$ cat src/rtl/batt_guard_pkg.sv
package batt_guard_pkg;

  typedef enum logic [2:0] {
    ST_GOOD, ST_LOW, ST_CHG, ST_WARN, ST_CLEAR, ST_DISC, ST_OFF
  } bg_state_e;

  // Priority decode of the level flags: critical over low over good
  function automatic bg_state_e level_target(input logic crit, input logic low);
    if (crit)      return ST_WARN;
    else if (low)  return ST_LOW;
    else           return ST_GOOD;
  endfunction

  function automatic logic in_shutdown(input bg_state_e s);
    return (s == ST_WARN) || (s == ST_CLEAR) || (s == ST_DISC) || (s == ST_OFF);
  endfunction

endpackage

$ cat src/rtl/bg_level_prio.sv
module bg_level_prio
  import batt_guard_pkg::*;
(
  input  logic      crit,
  input  logic      low,
  input  logic      chg,
  output bg_state_e target
);
  // Charger presence outranks every level flag before the sequence
  always_comb begin
    if (chg) target = ST_CHG;
    else     target = level_target(crit, low);
  end
endmodule

$ cat src/rtl/bg_hold_timer.sv
module bg_hold_timer #(
  parameter int CNT_W = 3
) (
  input  logic             clk,
  input  logic             rst_n,
  input  logic             restart,
  input  logic [CNT_W-1:0] last_idx,
  output logic             expired
);
  logic [CNT_W-1:0] cnt;

  always_ff @(posedge clk or negedge rst_n) begin
    if (!rst_n)       cnt <= '0;
    else if (restart) cnt <= '0;
    else              cnt <= cnt + 1'b1;
  end

  assign expired = (cnt == last_idx);
endmodule

$ cat src/rtl/bg_seq_fsm.sv
module bg_seq_fsm
  import batt_guard_pkg::*;
#(
  parameter int WARN_CYC  = 4,
  parameter int CLEAR_CYC = 3,
  parameter int DISC_CYC  = 2,
  parameter int CNT_W     = 3
) (
  input  logic             clk,
  input  logic             rst_n,
  input  bg_state_e        target,
  input  logic             expired,
  output bg_state_e        cur,
  output logic             restart,
  output logic [CNT_W-1:0] last_idx
);
  localparam logic [CNT_W-1:0] WARN_LAST  = CNT_W'(WARN_CYC - 1);
  localparam logic [CNT_W-1:0] CLEAR_LAST = CNT_W'(CLEAR_CYC - 1);
  localparam logic [CNT_W-1:0] DISC_LAST  = CNT_W'(DISC_CYC - 1);

  bg_state_e nxt;

  always_comb begin
    nxt = cur;
    case (cur)
      ST_GOOD, ST_LOW, ST_CHG: nxt = target;
      ST_WARN:  if (expired) nxt = ST_CLEAR;
      ST_CLEAR: if (expired) nxt = ST_DISC;
      ST_DISC:  if (expired) nxt = ST_OFF;
      ST_OFF:   nxt = ST_OFF;
      default:  nxt = ST_GOOD;
    endcase
  end

  always_comb begin
    case (cur)
      ST_WARN:  last_idx = WARN_LAST;
      ST_CLEAR: last_idx = CLEAR_LAST;
      ST_DISC:  last_idx = DISC_LAST;
      default:  last_idx = '0;
    endcase
  end

  assign restart = (nxt != cur);

  always_ff @(posedge clk or negedge rst_n) begin
    if (!rst_n) cur <= ST_GOOD;
    else        cur <= nxt;
  end

  assert_seq_locked_R8: assert property (@(posedge clk) disable iff (!rst_n)
    in_shutdown(cur) |=> in_shutdown(cur));
  assert_warn_order_R6: assert property (@(posedge clk) disable iff (!rst_n)
    (cur == ST_WARN) |=> (cur == ST_WARN || cur == ST_CLEAR));
  assert_clear_order_R6: assert property (@(posedge clk) disable iff (!rst_n)
    (cur == ST_CLEAR) |=> (cur == ST_CLEAR || cur == ST_DISC));
  assert_disc_order_R6: assert property (@(posedge clk) disable iff (!rst_n)
    (cur == ST_DISC) |=> (cur == ST_DISC || cur == ST_OFF));
  assert_off_sticky_R8: assert property (@(posedge clk) disable iff (!rst_n)
    (cur == ST_OFF) |=> (cur == ST_OFF));
endmodule

$ cat src/rtl/batt_guard.sv
module batt_guard
  import batt_guard_pkg::*;
#(
  parameter int WARN_CYC  = 4,
  parameter int CLEAR_CYC = 3,
  parameter int DISC_CYC  = 2
) (
  input  logic clk,
  input  logic rst_n,
  input  logic bat_low,
  input  logic bat_crit,
  input  logic chg_in,
  output logic led_ok,
  output logic msg_low,
  output logic warn_final,
  output logic cmd_clear,
  output logic cmd_disc,
  output logic cmd_off
);
  localparam int MAX_A   = (WARN_CYC > CLEAR_CYC) ? WARN_CYC : CLEAR_CYC;
  localparam int MAX_CYC = (MAX_A > DISC_CYC) ? MAX_A : DISC_CYC;
  localparam int CNT_W   = $clog2(MAX_CYC + 1);

  bg_state_e        target;
  bg_state_e        state;
  logic             restart;
  logic             expired;
  logic [CNT_W-1:0] last_idx;
  logic             seq_active;

  bg_level_prio u_prio (
    .crit   (bat_crit),
    .low    (bat_low),
    .chg    (chg_in),
    .target (target)
  );

  bg_seq_fsm #(
    .WARN_CYC (WARN_CYC), .CLEAR_CYC (CLEAR_CYC),
    .DISC_CYC (DISC_CYC), .CNT_W (CNT_W)
  ) u_fsm (
    .clk      (clk),
    .rst_n    (rst_n),
    .target   (target),
    .expired  (expired),
    .cur      (state),
    .restart  (restart),
    .last_idx (last_idx)
  );

  bg_hold_timer #(.CNT_W (CNT_W)) u_timer (
    .clk      (clk),
    .rst_n    (rst_n),
    .restart  (restart),
    .last_idx (last_idx),
    .expired  (expired)
  );

  assign seq_active = in_shutdown(state);
  assign led_ok     = (state == ST_GOOD);
  assign msg_low    = (state == ST_LOW);
  assign warn_final = (state == ST_WARN);
  assign cmd_clear  = (state == ST_CLEAR);
  assign cmd_disc   = (state == ST_DISC);
  assign cmd_off    = (state == ST_OFF);

  assert_onehot_out_R9: assert property (@(posedge clk) disable iff (!rst_n)
    $onehot0({led_ok, msg_low, warn_final, cmd_clear, cmd_disc, cmd_off}));
  assert_charge_entry_R4: assert property (@(posedge clk) disable iff (!rst_n)
    (!seq_active && chg_in) |=> !(led_ok || msg_low || warn_final || cmd_clear || cmd_disc || cmd_off));
  assert_crit_start_R2: assert property (@(posedge clk) disable iff (!rst_n)
    (!seq_active && !chg_in && bat_crit) |=> warn_final);
endmodule

$ cat config.mk
export PLATFORM = sky130hd
export DESIGN_NAME = batt_guard
export DESIGN_NICKNAME = d
export VERILOG_FILES = /design/src/rtl/batt_guard_pkg.sv /design/src/rtl/bg_level_prio.sv /design/src/rtl/bg_hold_timer.sv /design/src/rtl/bg_seq_fsm.sv /design/src/rtl/batt_guard.sv
export SDC_FILE = /design/constraint.sdc
export NUM_CORES = 1
export LEC_CHECK = 0
export BUFFER_PORTS_ARGS = -buffer_cell sky130_fd_sc_hd__buf_2
export CAP_MARGIN = 25
export CORE_MARGIN = 5
export CORE_UTILIZATION = 32
export CTS_BUF_LIST = sky130_fd_sc_hd__clkbuf_16
export DETAILED_ROUTE_END_ITERATION = 10
export SLEW_MARGIN = 20
export SYNTH_ARGS = -nofsm -noshare
export SYNTH_HDL_FRONTEND = slang
export SYNTH_HIERARCHICAL = 1
export SYNTH_SLANG_ARGS = --single-unit
$ cat constraint.sdc
create_clock -name clk -period 2 [get_ports clk]
set_clock_uncertainty 0.05 [all_clocks]
set_input_delay 0.3 -clock clk [delete_from_list [all_inputs] [get_ports clk]]
set_output_delay 0.3 -clock clk [all_outputs]
set_load 0.01 [all_outputs]
==> results.toml, run 1 <==
[final_layout]
antenna_cells = 0
fin_nets = 84
drive_gt1_frac = 0.395
area_growth_pct = 37.7
fillers = 141
layout_common_cells = "10 x buf_2, 10 x buf_4, 6 x dfrtp_1"
fin_util = 0.464
postLayoutCellArea_sq_um = 691

[clock_tree]
clk-insertion-delay-late_ns = 0.22
cts-htree-levels = 1
clock_sinks = 6
numCtsBuffers = 3
clkTransAtPathRegs_ns = 0.03
cts-root-buf = "clkbuf_16"
clock_path_buffers = 2
tritoncts = "done"

[worst_hold_path]
hold_class = "in -> async"

[global_route]
antenna_found_initial = 0
grt_use_total = 0.0896
grt_max_degree = 9
grt_first_pass_wirelength_um = 1700
grt-ovfl-total = 0
grt_pass1_vias = 407

[synthesis]
postSynthAreaPerCell_sq_um = 8.80
netlist_instances = 57
synthFlopType = "dfrtp_1"
synth_compound_area_frac = 0.170
synth-xor-area-share = 0.0873
synthAdderAreaFrac = 0.0249
syn-num-nets = 63
synth_cell_type_count = 30
synth_top_family_by_area = "simple AND/OR/NAND/NOR gates"
netlist_area_sq_um = 502
yosysWarnings = 6
synthArstFlopShare = 1.00
synth-seq-cells = 6
synth_enable_flop_cells = 0
synth.area.mux_share = 0
ys_seq_area_frac = 0.299
yosys.area_share.simple = 0.299

[timing]
rsz0062_at_grt = "no"
min_period_ns = 1.87
report.final.slew_viol_count = 0
hold_viol = 0
final-setup-viol-count = 0
fin_setup_tns_ns = 0
whs_ns = 0.411
fmax_mhz = 535
period_share = 0.935

[die]
rows = 14
io_pins = 11
start_util = 0.337
fp.dieH_um = 49.6
die_w_um = 49.6
core_area_sq_um = 1490
dieArea_sq_um = 2460

[critical_path]
critPathKind = "reg -> reg"
rrSetupSlack_ns = 0.13
required_ns = 2.09
worstSetupEndpointType = "register"
cp.arrival_ns = 1.96
cp-startpoint = "u_fsm/cur[2]$_DFF_PN0_"
crit_fanout = 5
start_kind = "register"
r2r-start = "u_fsm/cur[2]$_DFF_PN0_"

[pwr]
max-vdd-ir-drop_v = 0.000899
powerDensity_nw_per_um2 = 1710
power_w = 0.00118
p_leak_nw = 0.339

[routing]
drtIter0Drc = 15
via_count = 438
firstDrtPassIters = 4
wire_per_inst_um = 10.5
wl_um = 964
ant_nets = 0
routed_via_density = 4.76
drc = 0

[place]
place_area_sq_um = 594
io_buffers = 10
gp_congestion = 0.742
hpwl_um = 741

[run]
max_cap_viol_count = 0

[run_status]
status = "finished clean"
## layout make-up
type	instances	area, sq um	share of cell area
flip-flops and latches	6	150	0.217
inverters	2	7.51	0.0109
repair buffers	21	135	0.196
multi-input cells	44	303	0.438
clock buffers	3	75.1	0.109
well taps	16	20.0	0.0290
## worst max-delay path: stages, from the launching register on
cell and delay [ns]:
dfrtp_1 0.40, or2b_1 0.24, a21oi_2 0.16, xor2_1 0.18, nor3_2 0.08, buf_4 0.14, or3_1 0.36, a31oi_1 0.16
## Yosys cell counts (all sizes together) (2+ instances only)
cell type,number,area share
inv,2,0.015
buf,5,0.090
a311oi,2,0.035
nor2,5,0.037
conb,2,0.015
nand3b,2,0.030
a21oi,3,0.030
nor3,2,0.030
o21ai,4,0.040
nor3b,2,0.030
nand2b,2,0.025
nor2b,2,0.025
and3b,3,0.060
xor2,4,0.070
dfrtp,6,0.30
## kinds of logic after synthesis
family	after synthesis
other cells	2
buf+inv	7
xor+xnor	5
simple gates	23
compound gates	13
flops	6
fa+ha+maj	1
## per-stage QoR
step	setup WS, ns	instances
2_1_floorplan	0.0222	57
3_3_place_gp	0.0673	87
3_5_place_dp	0.0218	87
4_1_cts	0.0184	91
5_1_grt	0.0149	92
6_report	0.130	92
## registers in the layout, summed over array words and instances, names as in the netlist
register     cells
u_fsm/cur        3
u_timer/cnt      3
## report_power, final
group | switching (W) | internal [W] | leakage (nW)
Combinational | 0.000304 | 0.000335 | 0.229
Clock | 0.0000593 | 0.000256 | 0.0370
Sequential | 0.0000508 | 0.000178 | 0.0735
## worst paths after layout
kind | cells past startpoint | endpoint
setup / recovery | 7 | u_fsm/cur[1]$_DFF_PN0_
hold / removal | 2 | u_fsm/cur[1]$_DFF_PN0_
setup reg to reg | 7 | u_fsm/cur[1]$_DFF_PN0_
hold reg to reg | 1 | u_timer/cnt[0]$_DFF_PN0_
max in group asynchronous | 2 | u_timer/cnt[0]$_DFF_PN0_
min in group clk | 1 | u_timer/cnt[0]$_DFF_PN0_
## metal layers
layer | global-route usage | up-vias | part of all wire
li1 | - | 233 | -
met1 | 0.118 | 190 | 0.50
met2 | 0.127 | 15 | 0.43
met3 | 0.0181 | 0 | 0.061
met4 | 0.0655 | 0 | 0
met5 | 0 | - | 0
## what timing repair did
| item | 4_1_cts | 5_1_grt |
|---|---|---|
| setup endpoints to repair | 0 | 5 |
| hold buffers | 1 | 0 |
| endpoints found under the hold margin | 6 | 0 |
| setup buffers | 0 | 1 |
| resized for setup | 0 | 1 |
Power figures use the tool's default switching activity.
==> run 2, diff against run 1 <==
Settings changed: CELL_PAD_IN_SITES_DETAIL_PLACEMENT set to 1, CELL_PAD_IN_SITES_GLOBAL_PLACEMENT set to 1, CORE_UTILIZATION 32 to 33, PLACE_DENSITY_LB_ADDON set to 0.1, RECOVER_POWER set to 50.
==> results.toml, run 2 (same netlist as run 1, synthesis figures left out) <==
[pwr]
max-vdd-ir-drop_v = 0.000783
p_leak_nw = 0.317
powerDensity_nw_per_um2 = 1720

[timing]
rsz0062_at_grt = "no"
fmax_mhz = 531
final-setup-viol-count = 0
min_period_ns = 1.88
hold_viol = 0
report.final.slew_viol_count = 0
period_share = 0.942
fin_setup_tns_ns = 0

[critical_path]
crit_fanout = 8
cp.arrival_ns = 1.93
rrSetupSlack_ns = 0.12
required_ns = 2.05
start_kind = "register"
worstSetupEndpointType = "register"
critPathKind = "reg -> reg"

[clock_tree]
tritoncts = "done"
clock_path_buffers = 2
clk-insertion-delay-late_ns = 0.22
cts-htree-levels = 1
numCtsBuffers = 3
cts-root-buf = "clkbuf_16"
clkTransAtPathRegs_ns = 0.03
clock_sinks = 6

[place]
io_buffers = 10
gp_congestion = 0.710
place_area_sq_um = 557
hpwl_um = 781

[routing]
wl_met2_um = 507
ant_nets = 0
firstDrtPassIters = 4
routed_via_density = 4.90
wl_um = 1070
drc = 0
wl_met1_um = 503
highest_layer = "met4"
dr_wl_met3_um = 40
wire_per_inst_um = 12.1
drtIter0Drc = 3
via_count = 436

[global_route]
antenna_found_initial = 0
grt-ovfl-total = 0
grt_max_degree = 16
grt_pass1_vias = 419
grt_use_total = 0.0937
grt_first_pass_wirelength_um = 1750

[die]
dieArea_sq_um = 2400
fp.dieH_um = 49.0
start_util = 0.341
io_pins = 11
die_w_um = 49.0
core_area_sq_um = 1470
rows = 14

[run_status]
status = "finished clean"

[final_layout]
postLayoutCellArea_sq_um = 682
antenna_cells = 0
drive_gt1_frac = 0.370
reg_top3 = "u_fsm/cur: 3 flops, u_timer/cnt: 3 flops"
fin_nets = 81
area_growth_pct = 35.9
layout_common_cells = "8 x buf_2, 6 x dfrtp_1, 5 x buf_4, 5 x nor2_1, 4 x xor2_1"
layout_commonest_cell = "buf_2"

[run]
max_cap_viol_count = 0

[worst_hold_path]
hold_class = "in -> async"
[run 2: metrics by stage]
| stage | std cells | hold slack (ns) | power (W) | setup WS (ns) | util |
|---|---|---|---|---|---|
| 2_1_floorplan | 57 | -0.0456 | 0.000642 | 0.0222 | - |
| 3_3_place_gp | 82 | 0.0756 | 0.000779 | 0.0288 | 0.378 |
| 3_5_place_dp | 82 | 0.0753 | 0.000784 | 0.00514 | 0.378 |
| 4_1_cts | 86 | 0.374 | 0.00113 | 0.0694 | 0.440 |
| 5_1_grt | 89 | 0.461 | 0.00127 | 0.00326 | 0.463 |
| 6_report | 89 | 0.421 | 0.00117 | 0.115 | 0.463 |
[run 2: cell type report]
type,count,area [sq um]
Clock buffer,3,75.1
Tap cell,16,20.0
Fill cell,186,790
Timing Repair Buffer,18,110
Inverter,2,7.51
Sequential cell,6,150
Multi-Input combinational cell,44,319
[run 2: worst paths after layout]
path / cells after the start / to / start
hold / removal: 2 / u_fsm/cur[1]$_DFF_PN0_ / rst_n
setup / recovery: 7 / u_timer/cnt[0]$_DFF_PN0_ / u_fsm/cur[0]$_DFF_PN0_
hold reg to reg: 1 / u_timer/cnt[0]$_DFF_PN0_ / u_timer/cnt[0]$_DFF_PN0_
min in group clk: 1 / u_timer/cnt[0]$_DFF_PN0_ / u_timer/cnt[0]$_DFF_PN0_
max in group asynchronous: 2 / u_timer/cnt[2]$_DFF_PN0_ / rst_n
setup reg to reg: 7 / u_timer/cnt[0]$_DFF_PN0_ / u_fsm/cur[0]$_DFF_PN0_
[run 2: where the power goes]
group | switching [W] | internal (W) | total (W) | leakage, nW
sequential | 0.0000518 | 0.000178 | 0.000230 | 0.0735
combinational | 0.000323 | 0.000305 | 0.000628 | 0.207
clock | 0.0000590 | 0.000256 | 0.000315 | 0.0370
total | 0.000434 | 0.000739 | 0.00117 | 0.317
[run 2: layer usage]
layer | global-route usage | vias to the layer above
met1 | 0.108 | 199
met3 | 0.0306 | 3
li1 | - | 226
met5 | 0 | -
met4 | 0.0673 | 0
met2 | 0.143 | 8
[run 2: critical path, cell delays in order (launching register included)]
cell and delay [ns]:
dfrtp_1 0.46, nand3b_1 0.18, o21ai_1 0.10, xor2_1 0.18, nor3_2 0.29, a21oi_2 0.06
a311oi_2 0.35, nor2_1 0.09
[run 2: timing repair]
action,4_1_cts,5_1_grt
endpoints found under the hold margin,6,0
pin swaps,0,3
buffers inserted,0,3
setup endpoints to repair,3,5
gates cloned,0,0
gates resized for setup,1,4
hold buffers,1,0
